## config.mk

```make
export PLATFORM = sky130hd
export DESIGN_NAME = dsi_vid_decoder
export DESIGN_NICKNAME = d
export VERILOG_FILES = /design/src/rtl/dsi_vid_pkg.sv /design/src/rtl/dsi_lane_merge.sv /design/src/rtl/dsi_pkt_parser.sv /design/src/rtl/dsi_pix_pack.sv /design/src/rtl/dsi_vid_decoder.sv
export SDC_FILE = /design/constraint.sdc
export NUM_CORES = 1
export LEC_CHECK = 0
export ABC_CLOCK_PERIOD_IN_PS = 1700
export BUFFER_PORTS_ARGS = -buffer_cell sky130_fd_sc_hd__buf_2
export CAP_MARGIN = 0
export CORE_MARGIN = 5
export CORE_UTILIZATION = 45
export CTS_CLUSTER_SIZE = 24
export DETAILED_ROUTE_END_ITERATION = 10
export PLACE_DENSITY = 0.65
export SYNTH_ARGS = -nofsm -noshare
export SYNTH_HDL_FRONTEND = slang
export SYNTH_SLANG_ARGS = --single-unit
export TNS_END_PERCENT = 20
```

## constraint.sdc

```tcl
create_clock -name clk -period 1.7 [get_ports clk]
set_input_delay 0.085 -clock clk [delete_from_list [all_inputs] [get_ports clk]]
set_output_delay 0.085 -clock clk [all_outputs]
set_load 0.01 [all_outputs]
```

## src/rtl/dsi_vid_pkg.sv

```systemverilog
// Shared constants and types for the DSI video packet decoder.
// Assumes byte-wide lanes and the fixed set of video-mode data types.
package dsi_vid_pkg;

    localparam int HDR_LEN = 4;
    localparam int CRC_LEN = 2;
    localparam int DT_W    = 6;

    localparam logic [DT_W-1:0] DT_VS_START = 6'h01;
    localparam logic [DT_W-1:0] DT_VS_END   = 6'h11;
    localparam logic [DT_W-1:0] DT_HS_START = 6'h21;
    localparam logic [DT_W-1:0] DT_HS_END   = 6'h31;
    localparam logic [DT_W-1:0] DT_EOT      = 6'h08;
    localparam logic [DT_W-1:0] DT_NULL     = 6'h09;
    localparam logic [DT_W-1:0] DT_BLANK    = 6'h19;
    localparam logic [DT_W-1:0] DT_PIX18L   = 6'h2E;
    localparam logic [DT_W-1:0] DT_PIX24    = 6'h3E;

    typedef enum logic [1:0] {
        ST_HDR = 2'd0,
        ST_PAY = 2'd1,
        ST_CRC = 2'd2
    } pstate_t;

    typedef enum logic [1:0] {
        FMT_NONE = 2'd0,
        FMT_P24  = 2'd1,
        FMT_P18  = 2'd2
    } pfmt_t;

endpackage

```

## src/rtl/dsi_lane_merge.sv

```systemverilog
// Lane merger: reorders the physical lanes into logical lanes and replays
// the resulting word as a one-byte-per-cycle stream, logical lane 0 first.
// Assumes a new word arrives no sooner than LANES cycles after the last one.
module dsi_lane_merge #(
    parameter int LANES = 4,
    parameter int BW    = 8,
    localparam int SW   = $clog2(LANES)
) (
    input  logic                clk,
    input  logic                rst_n,
    input  logic                burst_act,
    input  logic                lane_vld,
    input  logic [LANES*BW-1:0] lane_data,
    input  logic [LANES*SW-1:0] lane_order,
    output logic [BW-1:0]       mrg_byte,
    output logic                mrg_vld
);

    logic [LANES-1:0][BW-1:0] word;
    logic [LANES-1:0][BW-1:0] hold;
    logic [SW-1:0]            idx;
    logic                     act;

    // Logical lane i takes the physical lane named by its selector field.
    for (genvar i = 0; i < LANES; i++) begin : g_lane
        logic [SW-1:0] sel;
        assign sel     = lane_order[i*SW +: SW];
        assign word[i] = lane_data[sel*BW +: BW];
    end

    // Capture a word and step through its bytes one per cycle.
    always_ff @(posedge clk) begin
        if (!rst_n || !burst_act) begin
            hold <= '0;
            idx  <= '0;
            act  <= 1'b0;
        end else if (lane_vld) begin
            hold <= word;
            idx  <= '0;
            act  <= 1'b1;
        end else if (act) begin
            idx <= idx + 1'b1;
            if (idx == SW'(LANES-1)) act <= 1'b0;
        end
    end

    assign mrg_byte = hold[idx];
    assign mrg_vld  = act;

endmodule

```

## src/rtl/dsi_pkt_parser.sv

```systemverilog
// Packet parser: walks header, payload and checksum of each packet in the
// merged byte stream, applies sync events and forwards pixel payload bytes.
// Assumes the stream restarts at a header whenever a burst ends.
module dsi_pkt_parser
    import dsi_vid_pkg::*;
#(
    parameter int BW   = 8,
    parameter int WC_W = 16
) (
    input  logic          clk,
    input  logic          rst_n,
    input  logic          burst_act,
    input  logic [BW-1:0] in_byte,
    input  logic          in_vld,
    output logic          sop,
    output logic          pay_vld,
    output logic [BW-1:0] pay_byte,
    output logic          pay_restart,
    output logic          pay_is18,
    output logic          vsync,
    output logic          hsync,
    output logic          err_type
);

    localparam int HC_W = $clog2(HDR_LEN);

    pstate_t         st;
    pfmt_t           fmt;
    logic [HC_W-1:0] hcnt;
    logic            ccnt;
    logic [DT_W-1:0] dt;
    logic [BW-1:0]   wc_lo;
    logic [BW-1:0]   wc_hi;
    logic [WC_W-1:0] rem;
    logic [WC_W-1:0] wc;
    logic            hdr_done;
    logic            is_long;
    logic            known_long;

    assign wc         = WC_W'({wc_hi, wc_lo});
    assign hdr_done   = in_vld && (st == ST_HDR) && (hcnt == HC_W'(HDR_LEN-1));
    assign is_long    = dt[3] && (dt[2:0] != 3'd0);
    assign known_long = (dt == DT_NULL) || (dt == DT_BLANK) ||
                        (dt == DT_PIX18L) || (dt == DT_PIX24);

    // Packet state machine with sync and error side effects.
    always_ff @(posedge clk) begin
        if (!rst_n) begin
            st <= ST_HDR; fmt <= FMT_NONE; hcnt <= '0; ccnt <= 1'b0;
            dt <= '0; wc_lo <= '0; wc_hi <= '0; rem <= '0;
            vsync <= 1'b0; hsync <= 1'b0; err_type <= 1'b0;
        end else if (!burst_act) begin
            st <= ST_HDR; fmt <= FMT_NONE; hcnt <= '0; ccnt <= 1'b0;
        end else if (in_vld) begin
            unique case (st)
                ST_HDR: begin
                    hcnt <= hcnt + 1'b1;
                    if (hcnt == HC_W'(0)) dt    <= in_byte[DT_W-1:0];
                    if (hcnt == HC_W'(1)) wc_lo <= in_byte;
                    if (hcnt == HC_W'(2)) wc_hi <= in_byte;
                    if (hdr_done) begin
                        hcnt <= '0;
                        if (is_long) begin
                            if (!known_long) err_type <= 1'b1;
                            fmt  <= (dt == DT_PIX24)  ? FMT_P24 :
                                    (dt == DT_PIX18L) ? FMT_P18 : FMT_NONE;
                            rem  <= wc;
                            ccnt <= 1'b0;
                            st   <= (wc == '0) ? ST_CRC : ST_PAY;
                        end else begin
                            unique case (dt)
                                DT_VS_START: vsync <= 1'b1;
                                DT_VS_END:   vsync <= 1'b0;
                                DT_HS_START: hsync <= 1'b1;
                                DT_HS_END:   hsync <= 1'b0;
                                DT_EOT:      ;
                                default:     err_type <= 1'b1;
                            endcase
                        end
                    end
                end
                ST_PAY: begin
                    rem <= rem - 1'b1;
                    if (rem == WC_W'(1)) st <= ST_CRC;
                end
                ST_CRC: begin
                    ccnt <= 1'b1;
                    if (ccnt) begin
                        st  <= ST_HDR;
                        fmt <= FMT_NONE;
                    end
                end
                default: st <= ST_HDR;
            endcase
        end
    end

    assign sop         = in_vld && (st == ST_HDR) && (hcnt == '0);
    assign pay_vld     = in_vld && (st == ST_PAY) && (fmt != FMT_NONE);
    assign pay_byte    = in_byte;
    assign pay_restart = hdr_done || !burst_act;
    assign pay_is18    = (fmt == FMT_P18);

endmodule

```

## src/rtl/dsi_pix_pack.sv

```systemverilog
// Pixel packer: gathers three payload bytes into one pixel and strobes it.
// In the 18-bit loose format the low bits of each component are zeroed.
module dsi_pix_pack #(
    parameter int BW    = 8,
    parameter int C18_W = 6,
    localparam int PW   = 3*BW
) (
    input  logic          clk,
    input  logic          rst_n,
    input  logic          restart,
    input  logic          in_vld,
    input  logic [BW-1:0] in_byte,
    input  logic          is18,
    output logic [PW-1:0] pix_data,
    output logic          pix_de
);

    localparam logic [BW-1:0] MASK18 = {{C18_W{1'b1}}, {(BW-C18_W){1'b0}}};

    logic [1:0]    phase;
    logic [BW-1:0] c0;
    logic [BW-1:0] c1;
    logic [BW-1:0] cm;

    assign cm = is18 ? (in_byte & MASK18) : in_byte;

    // Collect components and publish a pixel on every third byte.
    always_ff @(posedge clk) begin
        if (!rst_n) begin
            phase <= '0; c0 <= '0; c1 <= '0; pix_data <= '0; pix_de <= 1'b0;
        end else begin
            pix_de <= 1'b0;
            if (restart) begin
                phase <= '0;
            end else if (in_vld) begin
                unique case (phase)
                    2'd0: begin c0 <= cm; phase <= 2'd1; end
                    2'd1: begin c1 <= cm; phase <= 2'd2; end
                    default: begin
                        pix_data <= {c0, c1, cm};
                        pix_de   <= 1'b1;
                        phase    <= 2'd0;
                    end
                endcase
            end
        end
    end

endmodule

```

## src/rtl/dsi_vid_decoder.sv

```systemverilog
// DSI video packet decoder top: lane merge, packet parse, pixel pack.
// Assumes four active lanes and a parsing clock four times the byte rate.
module dsi_vid_decoder #(
    parameter int LANES = 4,
    parameter int BW    = 8,
    parameter int WC_W  = 16,
    localparam int SW   = $clog2(LANES),
    localparam int PW   = 3*BW
) (
    input  logic                clk,
    input  logic                rst_n,
    input  logic                burst_act,
    input  logic                lane_vld,
    input  logic [LANES*BW-1:0] lane_data,
    input  logic [LANES*SW-1:0] lane_order,
    output logic [PW-1:0]       pix_data,
    output logic                pix_de,
    output logic                vsync,
    output logic                hsync,
    output logic                err_type,
    output logic [BW-1:0]       dbg_byte,
    output logic                dbg_vld,
    output logic                dbg_sop
);

    logic [BW-1:0] mrg_byte;
    logic          mrg_vld;
    logic          pay_vld;
    logic [BW-1:0] pay_byte;
    logic          pay_restart;
    logic          pay_is18;

    dsi_lane_merge #(.LANES(LANES), .BW(BW)) u_merge (
        .clk(clk), .rst_n(rst_n), .burst_act(burst_act),
        .lane_vld(lane_vld), .lane_data(lane_data), .lane_order(lane_order),
        .mrg_byte(mrg_byte), .mrg_vld(mrg_vld)
    );

    dsi_pkt_parser #(.BW(BW), .WC_W(WC_W)) u_parse (
        .clk(clk), .rst_n(rst_n), .burst_act(burst_act),
        .in_byte(mrg_byte), .in_vld(mrg_vld), .sop(dbg_sop),
        .pay_vld(pay_vld), .pay_byte(pay_byte), .pay_restart(pay_restart),
        .pay_is18(pay_is18), .vsync(vsync), .hsync(hsync), .err_type(err_type)
    );

    dsi_pix_pack #(.BW(BW)) u_pack (
        .clk(clk), .rst_n(rst_n), .restart(pay_restart),
        .in_vld(pay_vld), .in_byte(pay_byte), .is18(pay_is18),
        .pix_data(pix_data), .pix_de(pix_de)
    );

    assign dbg_byte = mrg_byte;
    assign dbg_vld  = mrg_vld;

endmodule

```

==> metrics.md <==
| Metric | Value |
|---|---|
| Pint | 5.22 mW |
| ANT nets after route | 0 |
| Failing checks | setup timing |
| Inserted Clock Buffers | 17 |
| 1st-iter DRT viols | around 230 |
| DR WL/cell | 16.8 um |
| Drt first pass iters | 4 |
| Library cells used by synthesis | 48 |
| Max Slew Vio Count | 0 |
| Worst Path Buf+Inv | 0 |
| Initial Util | 0.457 |
| Synth area leader | dfxtp_1 |
| Critical Path End Type | register |
| Mapped Area | approximately 6300 sq um |
| Area Overhead vs Synth | 23.2% |
| Number of buffers on the longest clock path | 2 |
| Fill cell count | 1186 |
| Clock Latency Late Sink | roughly 0.4 ns |
| Syn. warnings | 0 |
| Leakage | 3.24 nW |
| Cell Pwr Density | ~860 nW/um^2 |
| Hold WS | ~0.082 ns |
| Gpl congestion | 0.888 |
| Die ar. | 16500 sq um |
| Antenna diodes | 0 |
| CTS clk-pin slew, worst paths | roughly 0.05 ns |
| Predominant post-synthesis flop cell | dfxtp_1 |
| First-pass GRT wire length | 25400 um |
| Core Region | ~14000 sq um |
| DPL Wire Length | roughly 11000 um |
| Synth top area cells | dfxtp_1, mux4_2, mux2i_1 |
| Total power | between 6 and 7 mW |
| Share of post-route cells with drive strength above 1 | 0.287 |
| Routed vias/inst | 5.52 |
| Sequential power share | 0.452 |
| I/O Buffers | slightly above 80 |
| Most common cell in the netlist | dfxtp_1 |
| Setup-failing EPs final | 3 |
| CTS tree | built |
| CP delay by family, top | simple AND/OR/NAND/NOR gates |
| Register area | between 2000 and 3000 sq um |
| Critical path arrival | approximately 2.1 ns |
| Peak Freq | between 500 and 600 MHz |
| Clk sink count | 126 |
| Critical path required time | around 2.0 ns |
| Net Switching | around 1.4 mW |
| Fraction of registers with async set/reset | 0 |
| Final Hold Viols | 0 |
| Worst path max stage delay | roughly 0.55 ns |
| Rel. slew slack | 0.668 |
| Number of global-route vias before repair | 5127 |
| Rows | 43 |
| Hold Path Class | primary input to register |
| Slew @ Worst Pin | a little under 0.5 ns |
| Simple-gate share of the synthesized area | 0.181 |
| Sw Ratio | 0.216 |
| Vias | 5097 |
| Xor and xnor area share after synthesis | 0.00139 |
| H-tree depth | 4 |
| Sequential share of the synthesized area | 0.400 |
| Post-layout min period | 1.77 ns |
| Peak fanout along the critical path | 2 |
| Fin Clk Skew | around 0.0074 ns |
| Share of the synthesized area in the top cell type | 0.400 |
| Clock power frac | 0.465 |
| Main combinational cell family by area after synthesis | multiplexers |
| Die height | between 100 and 150 um |
| Clock root buffer | clkbuf_16 |
| Drt drc | 0 |
| MaxCap Viol Count | 0 |
| All-Layer GR Usage | 0.193 |
| Post-synthesis register bit count | 126 |
| Adder-cell share of the synthesized area | 0.0139 |
| Post-synthesis mux area share | 0.259 |
| Syn Nets | around 690 |
| Nets | between 700 and 800 |
| Startpoint types | register |
| Chip Width | 128 um |
| DRT Wirelength | 15500 um |
| CP max-delay cell | or4_4 |
| Commonest cells in the synthesized netlist | dfxtp_1, mux2i_1, nand2_1 |
| Largest net degree at the start of global routing | 72 |
| Cells after synthesis | 636 |
| Worst setup margin | -0.0738 ns |
| Compound-gate portion of the synthesized area | 0.105 |
| I/O pin count | around 80 |
| Post-synth EDFFs | 0 |
| Grt ovf | 0 |
| CP cell instances | or4_4, nor3_4, nand4_1, or3_1, a211oi_2 |
| Comb pwr share | 0.083 |
| Antenna violations before repair | 0 |
| CP Class | register to register |
| Area of the multi-input gates | about 3600 sq um |
| Final period util | 1.04 |
| Max VDD drop | just over 0.7 mV |
| Status | complete, but fails checks |
| RSZ-0062 raised after global routing | true |
| Mean Syn Cell Area | 9.93 sq um |
-- metal layers --
layer | track usage | vias to the layer above | part of all wire
li1 | - | 2468 | -
met1 | 0.238 | 2482 | 0.44
met2 | 0.326 | 123 | 0.50
met3 | 0.0552 | 24 | 0.043
met4 | 0.0605 | 0 | 0.016
met5 | 0 | - | 0
-- cells by family after synthesis --
family                   after synthesis
buffers and inverters                 59
flip-flops                           126
multiplexers                         113
AND/OR/NAND/NOR                      229
XOR/XNOR                               1
AO/OA/AOI/OAI                        101
adder cells (fa/ha/maj)                7
-- cell usage in the layout (no fill, tap or decap), types with 5 or more instances in the layout --
cell,Yosys,layout
nor2b_1,39,38
mux4_2,40,40
buf_2,11,74
a21oi_1,23,23
mux2i_1,72,72
o21a_1,6,6
buf_4,6,38
ha_1,7,6
clkbuf_16,0,17
inv_1,9,8
a21boi_0,26,26
o211ai_1,5,5
nor3_1,12,12
o21ai_0,21,19
clkbuf_1,32,6
buf_12,0,6
and2_1,12,12
nand3_1,11,10
nand2_1,71,71
nand2b_1,5,5
buf_6,0,11
dfxtp_1,126,122
nor2_1,51,51
nor4_1,8,6
-- worst paths after layout --
| check | startpoint | slack, ns | end | cells after the start |
|---|---|---|---|---|
| setup / recovery | u_parse.rem[10] | -0.07 | u_parse.st[1] | 5 |
| hold / removal | rst_n | 0.08 | u_parse.rem[13] | 2 |
| setup reg to reg | u_parse.rem[10] | -0.07 | u_parse.st[1] | 5 |
| hold reg to reg | u_pack.pix_data[5] | 0.46 | u_pack.pix_data[5] | 2 |
-- power by group through the flow --
stage | clock network, mW | logic (mW) | registers, mW
3_5_place_dp | 0 | 0.528 | 3.07
4_1_cts | 3.15 | 0.550 | 3.01
3_3_place_gp | 0 | 0.507 | 3.07
6_report | 3.10 | 0.553 | 3.01
2_1_floorplan | 0 | 0.364 | 3.06
5_1_grt | 3.28 | 0.600 | 3.01
-- flip-flops by register name, indices dropped and copies added, names as in the netlist --
name	count
u_pack.c0	8
u_parse.st	2
u_merge.idx	2
u_parse.hcnt	2
u_parse.wc_hi	8
u_parse.err_type	1
u_merge.mrg_vld	1
u_pack.pix_de	1
u_parse.rem	16
u_parse.dt	6
u_parse.fmt	2
u_parse.hsync	1
u_pack.c1	8
u_pack.pix_data	24
u_parse.wc_lo	8
u_pack.phase	2
u_parse.vsync	1
u_parse.ccnt	1
u_merge.hold	32
-- stage by stage --
step / instance area [sq um] / worst slack [ns] / cells / TNS, ns / util
after floorplan: 6310 / -0.00534 / 636 / -0.0855 / -
after CTS: 7700 / -0.0923 / 920 / -0.253 / 0.557
after global routing: 7780 / -0.172 / 923 / -0.847 / 0.563
final: 7780 / -0.0738 / 923 / -0.0893 / 0.563
after global placement: 7080 / -0.0134 / 885 / -0.0134 / 0.512
after detailed placement: 7080 / -0.0753 / 885 / -0.120 / 0.512
-- repair_timing --
| item | CTS | global route |
|---|---|---|
| hold buffers | 0 | 0 |
| setup buffers | 7 | 3 |
| setup endpoints to repair | 11 | 42 |
| resized for setup | 14 | 16 |
| pin swaps | 0 | 3 |
-- area by class of cell --
type,instances,share of cell area
clock buffer,26,0.0629
clock inverter,2,0.00129
inverter,9,0.00434
multi-input combinational,451,0.462
sequential,126,0.325
tap,180,0.0289
timing repair buffer,129,0.116
No activity file was read; power rests on OpenSTA's default activity.
